## src/rtl/i2c_seq_pkg.sv

```systemverilog
package i2c_seq_pkg;

  typedef enum logic [1:0] {
    OP_START = 2'd0,
    OP_STOP  = 2'd1,
    OP_WRITE = 2'd2,
    OP_READ  = 2'd3
  } eng_op_t;

  typedef enum logic [2:0] {
    ST_IDLE,
    ST_START,
    ST_ADDR,
    ST_HELD,
    ST_LEN,
    ST_WRITE,
    ST_READ,
    ST_STOP
  } seq_state_t;

endpackage

```

## src/rtl/i2c_seq_rxcnt.sv

```systemverilog
module i2c_seq_rxcnt #(
  parameter int CNT_W = 8
) (
  input  logic             clk,
  input  logic             rst,
  input  logic             load,
  input  logic [CNT_W-1:0] load_val,
  input  logic             dec,
  output logic             rem_one,
  output logic             rem_two
);
  localparam logic [CNT_W-1:0] ONE = CNT_W'(1);
  localparam logic [CNT_W-1:0] TWO = CNT_W'(2);

  logic [CNT_W-1:0] rem_q;

  always_ff @(posedge clk) begin
    if (rst)       rem_q <= '0;
    else if (load) rem_q <= load_val;
    else if (dec)  rem_q <= rem_q - ONE;
  end

  assign rem_one = (rem_q == ONE);
  assign rem_two = (rem_q == TWO);
endmodule

```

## src/rtl/i2c_seq_events.sv

```systemverilog
module i2c_seq_events (
  input  logic clk,
  input  logic rst,
  input  logic set_busy,
  input  logic set_err,
  input  logic set_arb,
  input  logic set_idle,
  output logic bus_busy,
  output logic ev_tx_err,
  output logic ev_arb_lost,
  output logic ev_bus_idle
);
  always_ff @(posedge clk) begin
    if (rst) begin
      bus_busy    <= 1'b0;
      ev_tx_err   <= 1'b0;
      ev_arb_lost <= 1'b0;
      ev_bus_idle <= 1'b0;
    end else begin
      ev_tx_err   <= set_err;
      ev_arb_lost <= set_arb;
      ev_bus_idle <= set_idle;
      if (set_arb || set_idle) bus_busy <= 1'b0;
      else if (set_busy)       bus_busy <= 1'b1;
    end
  end
endmodule

```

## src/rtl/i2c_seq_fsm.sv

```systemverilog
module i2c_seq_fsm
  import i2c_seq_pkg::*;
#(
  parameter int DATA_W = 8
) (
  input  logic              clk,
  input  logic              rst,
  input  logic              cmd_valid,
  input  logic [DATA_W+1:0] cmd_data,
  output logic              cmd_pop,
  output logic              eng_req,
  output eng_op_t           eng_op,
  output logic [DATA_W-1:0] eng_wdata,
  output logic              eng_nack,
  input  logic              eng_done,
  input  logic              eng_ack,
  input  logic              eng_arb_lost,
  input  logic [DATA_W-1:0] eng_rdata,
  output logic              rx_valid,
  output logic [DATA_W-1:0] rx_data,
  output logic              scl_hold,
  output logic              cnt_load,
  output logic [DATA_W-1:0] cnt_val,
  output logic              cnt_dec,
  input  logic              rem_one,
  input  logic              rem_two,
  output logic              set_busy,
  output logic              set_err,
  output logic              set_arb,
  output logic              set_idle
);
  localparam int START_BIT = DATA_W;
  localparam int STOP_BIT  = DATA_W + 1;
  localparam logic [DATA_W-1:0] ONE = DATA_W'(1);

  seq_state_t st_q, st_n;
  logic [DATA_W-1:0] addr_q, addr_n;
  logic stop_q, stop_n;
  logic req_n, nk_n, rxv_n;
  eng_op_t op_n;
  logic [DATA_W-1:0] wd_n, rxd_n;

  logic go;
  eng_op_t go_op;
  logic [DATA_W-1:0] go_wd;
  logic go_nk;

  logic [DATA_W-1:0] f_byte;
  logic f_start, f_stop;
  assign f_byte  = cmd_data[DATA_W-1:0];
  assign f_start = cmd_data[START_BIT];
  assign f_stop  = cmd_data[STOP_BIT];

  always_comb begin
    st_n = st_q; addr_n = addr_q; stop_n = stop_q;
    req_n = eng_req && !eng_done;
    op_n = eng_op; wd_n = eng_wdata; nk_n = eng_nack;
    rxv_n = 1'b0; rxd_n = rx_data;
    go = 1'b0; go_op = OP_START; go_wd = '0; go_nk = 1'b0;
    cmd_pop = 1'b0; cnt_load = 1'b0; cnt_val = f_byte; cnt_dec = 1'b0;
    set_busy = 1'b0; set_err = 1'b0; set_arb = 1'b0; set_idle = 1'b0;

    unique case (st_q)
      ST_IDLE, ST_HELD: begin
        if (cmd_valid) begin
          cmd_pop = 1'b1;
          if (f_start) begin
            addr_n = f_byte; stop_n = f_stop;
            go = 1'b1; go_op = OP_START;
            st_n = ST_START;
          end else if (st_q == ST_HELD) begin
            stop_n = f_stop;
            go = 1'b1; go_op = OP_WRITE; go_wd = f_byte;
            st_n = ST_WRITE;
          end
        end
      end
      ST_START: begin
        if (eng_done) begin
          if (eng_arb_lost) begin
            set_arb = 1'b1; st_n = ST_IDLE;
          end else begin
            set_busy = 1'b1;
            go = 1'b1; go_op = OP_WRITE; go_wd = addr_q;
            st_n = ST_ADDR;
          end
        end
      end
      ST_ADDR, ST_WRITE: begin
        if (eng_done) begin
          if (eng_arb_lost) begin
            set_arb = 1'b1; st_n = ST_IDLE;
          end else if (!eng_ack) begin
            set_err = 1'b1;
            go = 1'b1; go_op = OP_STOP; st_n = ST_STOP;
          end else if (st_q == ST_ADDR && addr_q[0]) begin
            st_n = ST_LEN;
          end else if (stop_q) begin
            go = 1'b1; go_op = OP_STOP; st_n = ST_STOP;
          end else begin
            st_n = ST_HELD;
          end
        end
      end
      ST_LEN: begin
        if (cmd_valid) begin
          cmd_pop = 1'b1;
          stop_n = f_stop;
          if (f_byte == '0) begin
            if (f_stop) begin
              go = 1'b1; go_op = OP_STOP; st_n = ST_STOP;
            end else begin
              st_n = ST_HELD;
            end
          end else begin
            cnt_load = 1'b1;
            go = 1'b1; go_op = OP_READ; go_nk = (f_byte == ONE);
            st_n = ST_READ;
          end
        end
      end
      ST_READ: begin
        if (eng_done) begin
          if (eng_arb_lost) begin
            set_arb = 1'b1; st_n = ST_IDLE;
          end else begin
            rxv_n = 1'b1; rxd_n = eng_rdata; cnt_dec = 1'b1;
            if (rem_one) begin
              set_err = 1'b1;
              if (stop_q) begin
                go = 1'b1; go_op = OP_STOP; st_n = ST_STOP;
              end else begin
                st_n = ST_HELD;
              end
            end else begin
              go = 1'b1; go_op = OP_READ; go_nk = rem_two;
            end
          end
        end
      end
      ST_STOP: begin
        if (eng_done) begin
          if (eng_arb_lost) set_arb = 1'b1;
          else              set_idle = 1'b1;
          st_n = ST_IDLE;
        end
      end
      default: st_n = ST_IDLE;
    endcase

    if (go) begin
      req_n = 1'b1;
      op_n  = go_op;
      if (go_op == OP_WRITE) wd_n = go_wd;
      if (go_op == OP_READ)  nk_n = go_nk;
    end
  end

  always_ff @(posedge clk) begin
    if (rst) begin
      st_q      <= ST_IDLE;
      addr_q    <= '0;
      stop_q    <= 1'b0;
      eng_req   <= 1'b0;
      eng_op    <= OP_START;
      eng_wdata <= '0;
      eng_nack  <= 1'b0;
      rx_valid  <= 1'b0;
      rx_data   <= '0;
    end else begin
      st_q      <= st_n;
      addr_q    <= addr_n;
      stop_q    <= stop_n;
      eng_req   <= req_n;
      eng_op    <= op_n;
      eng_wdata <= wd_n;
      eng_nack  <= nk_n;
      rx_valid  <= rxv_n;
      rx_data   <= rxd_n;
    end
  end

  assign scl_hold = (st_q == ST_HELD || st_q == ST_LEN) && !cmd_valid;
endmodule

```

## src/rtl/i2c_cmd_seq.sv

```systemverilog
module i2c_cmd_seq
  import i2c_seq_pkg::*;
#(
  parameter int DATA_W = 8,
  parameter int CMD_W  = DATA_W + 2
) (
  input  logic              clk,
  input  logic              rst,
  input  logic              cmd_valid,
  input  logic [CMD_W-1:0]  cmd_data,
  output logic              cmd_pop,
  output logic              eng_req,
  output logic [1:0]        eng_op,
  output logic [DATA_W-1:0] eng_wdata,
  output logic              eng_nack,
  input  logic              eng_done,
  input  logic              eng_ack,
  input  logic              eng_arb_lost,
  input  logic [DATA_W-1:0] eng_rdata,
  output logic              rx_valid,
  output logic [DATA_W-1:0] rx_data,
  output logic              scl_hold,
  output logic              bus_busy,
  output logic              ev_tx_err,
  output logic              ev_arb_lost,
  output logic              ev_bus_idle
);
  eng_op_t op_w;
  logic cnt_load, cnt_dec, rem_one, rem_two;
  logic [DATA_W-1:0] cnt_val;
  logic set_busy, set_err, set_arb, set_idle;

  assign eng_op = op_w;

  i2c_seq_fsm #(.DATA_W(DATA_W)) u_fsm (
    .clk(clk), .rst(rst),
    .cmd_valid(cmd_valid), .cmd_data(cmd_data), .cmd_pop(cmd_pop),
    .eng_req(eng_req), .eng_op(op_w), .eng_wdata(eng_wdata), .eng_nack(eng_nack),
    .eng_done(eng_done), .eng_ack(eng_ack), .eng_arb_lost(eng_arb_lost),
    .eng_rdata(eng_rdata),
    .rx_valid(rx_valid), .rx_data(rx_data), .scl_hold(scl_hold),
    .cnt_load(cnt_load), .cnt_val(cnt_val), .cnt_dec(cnt_dec),
    .rem_one(rem_one), .rem_two(rem_two),
    .set_busy(set_busy), .set_err(set_err), .set_arb(set_arb), .set_idle(set_idle)
  );

  i2c_seq_rxcnt #(.CNT_W(DATA_W)) u_cnt (
    .clk(clk), .rst(rst),
    .load(cnt_load), .load_val(cnt_val), .dec(cnt_dec),
    .rem_one(rem_one), .rem_two(rem_two)
  );

  i2c_seq_events u_evt (
    .clk(clk), .rst(rst),
    .set_busy(set_busy), .set_err(set_err), .set_arb(set_arb), .set_idle(set_idle),
    .bus_busy(bus_busy), .ev_tx_err(ev_tx_err),
    .ev_arb_lost(ev_arb_lost), .ev_bus_idle(ev_bus_idle)
  );
endmodule

```

## config.mk

```make
export PLATFORM = sky130hd
export DESIGN_NAME = i2c_cmd_seq
export DESIGN_NICKNAME = d
export VERILOG_FILES = /design/src/rtl/i2c_seq_pkg.sv /design/src/rtl/i2c_seq_rxcnt.sv /design/src/rtl/i2c_seq_events.sv /design/src/rtl/i2c_seq_fsm.sv /design/src/rtl/i2c_cmd_seq.sv
export SDC_FILE = /design/constraint.sdc
export NUM_CORES = 1
export LEC_CHECK = 0
export BUFFER_PORTS_ARGS = -buffer_cell sky130_fd_sc_hd__buf_2
export CORE_MARGIN = 2
export CORE_UTILIZATION = 40
export DETAILED_ROUTE_END_ITERATION = 12
export PLACE_DENSITY = 0.65
export SYNTH_ARGS = -nofsm -noshare
export SYNTH_HDL_FRONTEND = slang
export SYNTH_HIERARCHICAL = 1
export SYNTH_SLANG_ARGS = --single-unit
```

## constraint.sdc

```tcl
create_clock -name clk -period 3.1 [get_ports clk]
set_input_delay 0.31 -clock clk [delete_from_list [all_inputs] [get_ports clk]]
set_output_delay 0.31 -clock clk [all_outputs]
set_load 0.05 [all_outputs]
```

Yosys cells after proc, flatten, opt, wreduce, memory -nomap -nowiden:

Index checks and enable logic that the tools add are counted.

* word-level logic and storage cells: 148
* output and inout bits: 27
* input port bits: 24
* flip-flop bits (word level): 45

* reductions and logical operators: 22
* add/sub/neg operators: 1
* bitwise operators: 1
* eq/ne operators: 20
* mux-type cells: 90

Operators by type and width (count)
* 8-bit 2-to-1 mux: 7
* 3-bit 2-to-1 mux: 16
* 1-bit 2-to-1 mux: 45
* 2-bit 2-to-1 mux: 15
* 3-bit one-hot mux with 6 select lines: 1
* 8-bit by 1-bit == test with 1-bit output (second input constant): 2
* 8-bit one-hot mux with 2 select lines: 1
* 3-bit == test (second input constant): 4
* 2-bit != test (second input constant): 6
* 2-bit one-hot mux with 5 select lines: 1
* 8-bit by 2-bit == test with 1-bit output (second input constant): 1
* 8-bit logical NOT: 1
* 8-bit AND reduction: 1
* 8-bit by 1-bit subtractor with 8-bit output (second input constant): 1
* 3-bit by 2-bit == test with 1-bit output (second input constant): 2
* 1-bit one-hot mux with 2 select lines: 3
* 3-bit AND reduction: 2
* 2-bit OR reduction: 3
* 1-bit one-hot mux with 5 select lines: 1
* 5-bit OR reduction: 1
* 2-bit == test (second input constant): 2
* 2-bit AND reduction: 2
* 4-bit AND reduction: 1
* 2-bit nonzero test: 2
* other kinds (9): 13

Depth between registers and ports, before layout:

* depth in word-level cells: 9
* depth in mapped cells: 8
* gate-level depth less buffers: 8

Modules after synthesis:

Netlist, hierarchy kept.

Modules (own cells, without submodules)
* i2c_seq_fsm: instances 1, cells each 226, sequential area each 660.6 µm², area each 1853.0 µm²
* i2c_seq_rxcnt: instances 1, cells each 59, sequential area each 160.2 µm², area each 504.2 µm²
* i2c_seq_events: instances 1, cells each 9, sequential area each 80.1 µm², area each 115.1 µm²

Least setup slack after synthesis:

OpenSTA, ideal clock, no wires.

* path kind: reg-to-reg
* from: register u_cnt.rem_q[4]
* to: register u_fsm.st_q[0]
* cell stages (with the launch flop): 8
* path slack: 0.816 ns
* path buffers: 1
* period minus slack after synthesis: 2.284 ns
* library setup time: 0.081 ns
* arrival time: 2.203 ns
* path through: dfxtp_1 > or4_1 > clkbuf_2 > nor4b_1 > or3b_1 > a221o_1 > or2b_1 > a41oi_1

* cells in the longest elaborated chain, start to end: 3

RTL lines
* start, declared: line i2c_seq_rxcnt.sv:15 `logic [CNT_W-1:0] rem_q;`
* start signal, assigned: line i2c_seq_rxcnt.sv:19 `else if (load) rem_q <= load_val;`
* start signal, assigned: line i2c_seq_rxcnt.sv:20 `else if (dec) rem_q <= rem_q - ONE;`
* 8-bit by 1-bit == test with 1-bit output: line i2c_seq_rxcnt.sv:23 `assign rem_one = (rem_q == ONE);`
* via rem_one: line i2c_cmd_seq.sv:29 `logic cnt_load, cnt_dec, rem_one, rem_two;`
* 3-bit != test (no line)
* 8-bit AND reduction (no line)
* end signal, assigned: line i2c_seq_fsm.sv:171 `st_q <= st_n;`
* end, declared: line i2c_seq_fsm.sv:36 `seq_state_t st_q, st_n;`

The timed path passes the listed nets, and every way through them passes these cells.
A chain may end at the register's enable or synchronous reset.

Final worst setup path:

* from: register u_cnt.rem_q[4]
* to: register u_fsm.eng_req

* cells in the longest elaborated chain, start to end: 6

RTL lines
* 8-bit by 1-bit == test with 1-bit output: line i2c_seq_rxcnt.sv:23
* via rem_one: line i2c_cmd_seq.sv:29
* 1-bit 2-to-1 mux: line i2c_seq_fsm.sv:128 `if (rem_one) begin`
* 1-bit 2-to-1 mux: line i2c_seq_fsm.sv:124 `if (eng_arb_lost) begin`
* 1-bit 2-to-1 mux: line i2c_seq_fsm.sv:123 `if (eng_done) begin`
* 1-bit one-hot mux with 5 select lines: line i2c_seq_fsm.sv:63 `unique case (st_q)`
* 1-bit 2-to-1 mux: line i2c_seq_fsm.sv:151 `if (go) begin`
* end signal, assigned: line i2c_seq_fsm.sv:174 `eng_req <= req_n;`
* end, declared: line i2c_seq_fsm.sv:11 `output logic eng_req,`

The timed path passes the listed nets, and every way through them passes these cells.

==> impl_metrics.py <==
metrics = {
    "status": {
        "status": "finished, final reports clean",
    },
    "setup_path": {
        "regToRegSetupSlack_ps": 790,
        "rr_startpoint": "u_cnt/rem_q[4]",
        "r2r-end": "u_fsm/eng_req",
        "critPathArrivalTime_ps": 2450,
        "reg2reg_depth": 7,
        "crit_path_end_kind": "register",
        "path_class": "reg -> reg",
        "crit_fanout": 6,
        "required_ps": 3240,
        "start_kind": "register",
    },
    "clock_tree": {
        "insertion_delay_ps": 300,
        "cts.repair.resized": 0,
        "clock_sinks": 45,
        "cts_buffer_depth": 2,
        "root_buffer": "clkbuf_8",
        "cts_setup_buffers": 0,
        "cts_hold_buffers": 0,
        "cts_max_level": 2,
        "cts_buffers": 5,
        "cts_tree": "yes",
        "clk_pin_slew_ps": 90,
    },
    "timing": {
        "maxSlewHeadroom": 0.394,
        "maxSlewViolCount": 0,
        "worstMarginPinSlew_ps": 909,
        "setup-violations-final": 0,
        "setup_slack_ps": 787,
        "rsz0062_at_grt": "false",
        "max_freq_ghz": 0.432,
        "tns_ps": 0,
        "hold_viol": 0,
        "fin_crit_sh": 0.746,
        "finClkSkew_ps": 9.01,
        "min_period_ps": 2310,
    },
    "finish": {
        "area_growth_pct": 14.6,
        "nets": 359,
        "drive_gt1_frac": 0.243,
        "final_cell_mix": "buf_2 (50), dfxtp_1 (45), nand2_1 (38)",
        "design_area_sq_um": 2830,
        "layout.cells.most_common": "buf_2",
        "n_antenna_cell": 0,
    },
    "synth": {
        "ys.flop_type": "dfxtp_1",
        "synth-seq-cells": 45,
        "yosysTopAreaCellShare": 0.364,
        "netlist_instances": 294,
        "ys_warn_count": 6,
        "synth.distinct_cells": 69,
        "yosysTopAreaCell": "dfxtp_1",
        "syn_avg_cell_area_sq_um": 8.41,
        "synth_area_leaders": "dfxtp_1 (36%), nand2_1 (5.8%), a21oi_1 (5.1%), mux2i_1 (3.2%), nor2_1 (3.2%)",
        "synth_area_sq_um": 2470,
        "async_reset_ff_frac": 0,
        "synth_nets": 321,
        "synth_edf_count": 0,
        "yosysSeqAreaShare": 0.364,
    },
    "routing": {
        "firstDrtPassIters": 4,
        "drcViolationCount": 0,
        "via_count": 2297,
        "wl_um": 6170,
        "first_iter_violations": 148,
        "drt-vias-per-instance": 5.63,
        "final_antenna_net_count": 0,
        "route.detailed.wl_per_inst_um": 15.1,
    },
    "global_routing": {
        "grt-ovfl-total": 0,
        "grt_pass1_wl_um": 10400,
        "grt_antenna_before_repair": 0,
        "grt_pass1_vias": 2100,
        "grt_max_degree": 50,
        "grt.total_usage": 0.197,
    },
    "power_and_ir_drop": {
        "peakVddDrop_v": 0.000319,
        "power.density_nw_per_um2": 700,
        "p_leak_nw": 1.13,
    },
    "min_path": {
        "worstHoldPathType": "in -> reg",
        "min_from": "eng_rdata[1]",
        "hold_path_end": "u_fsm/rx_data[1]",
        "min_path_cells": 3,
    },
    "floorplan": {
        "core_sq_um": 5960,
        "die_w_um": 82.6,
        "die_area_sq_um": 6830,
        "io_pins": 51,
        "die_y_um": 82.6,
        "initial_core_util": 0.415,
        "num_rows": 28,
    },
    "placement": {
        "gp_congestion": 0.947,
        "place_ws_ps": 737,
        "hpwl_um": 4540,
        "io_buffers": 50,
        "place_area_sq_um": 2720,
    },
    "job": {
        "maxCapViolCount": 0,
    },
}
-- logic make-up after synthesis --
group / share of synthesized area
AO/OA/AOI/OAI: 0.222
adder cells (fa/ha/maj): 0.0152
XOR/XNOR: 0.0142
AND/OR/NAND/NOR: 0.275
multiplexers: 0.0324
buffers and inverters: 0.0764
flip-flops: 0.364
-- metrics by stage --
step | cells | power [mW] | util | hold slack, ps
floorplan | 294 | 1.39 | - | 382
global placement | 400 | 1.54 | 0.457 | 439
detailed placement | 400 | 1.55 | 0.457 | 446
CTS | 408 | 1.99 | 0.476 | 229
finish | 408 | 1.98 | 0.476 | 242
global route | 408 | 2.12 | 0.476 | 228
-- registers in the layout (all words and copies together), names as in the netlist --
signal	cells
u_evt/bus_busy	1
u_fsm/rx_valid	1
u_fsm/eng_req	1
u_evt/ev_bus_idle	1
u_fsm/addr_q	8
u_fsm/eng_wdata	8
u_fsm/eng_op	2
u_fsm/rx_data	8
u_evt/ev_arb_lost	1
u_fsm/stop_q	1
u_fsm/eng_nack	1
u_cnt/rem_q	8
u_fsm/st_q	3
u_evt/ev_tx_err	1
-- worst max-delay path: stages (launching register included) --
cell	delay, ps
dfxtp_1	340
or4_1	630
nor4b_1	330
buf_4	190
nand2_1	60
and3_1	190
a21oi_1	260
a41oi_1	150
-- cells in the mapped netlist, types with 4 or more instances --
cell / count
inv_1: 13
a22oi_1: 8
buf_4: 9
nor2_1: 21
o21ai_0: 8
dfxtp_1: 45
a21oi_1: 25
buf_2: 6
nand3b_1: 4
mux2i_1: 8
nand2b_1: 6
nor2b_1: 9
clkbuf_1: 7
nor4bb_1: 4
nand2_1: 38
-- area by class of cell --
type	instances	area [sq um]
fillers	598	3120
multi-input cells	210	1380
flip-flops and latches	45	901
repair buffers	55	288
well taps	75	93.8
clock buffers	6	72.6
inverters	15	56.3
clock inverters	2	38.8
-- power by group --
group | switching, mW | total, mW | leakage, nW | internal, mW
Clock | 0.193 | 0.435 | 0.0554 | 0.242
Sequential | 0.110 | 0.766 | 0.365 | 0.655
Combinational | 0.475 | 0.781 | 0.713 | 0.306
Total | 0.779 | 1.98 | 1.13 | 1.20
-- how the worst max path moves through the flow --
stage                         from              to  slack [ps]  depth (start not counted)
finish              u_cnt/rem_q[4]   u_fsm/eng_req         790                          7
global route        u_cnt/rem_q[4]   u_fsm/eng_req         590                          7
CTS                 u_cnt/rem_q[4]   u_fsm/eng_req         780                          7
detailed placement     cmd_data[3]  u_cnt/rem_q[7]         740                          6
global placement       cmd_data[3]  u_cnt/rem_q[7]         820                          6
floorplan           u_cnt/rem_q[4]   u_fsm/st_q[0]         820                          7
-- metal layers --
layer,routed length [um],global-route usage
met1,2780,0.279
met2,2820,0.289
met3,462,0.0500
met4,110,0.0656
met5,0,0
No activity file was read; power rests on OpenSTA's default activity.
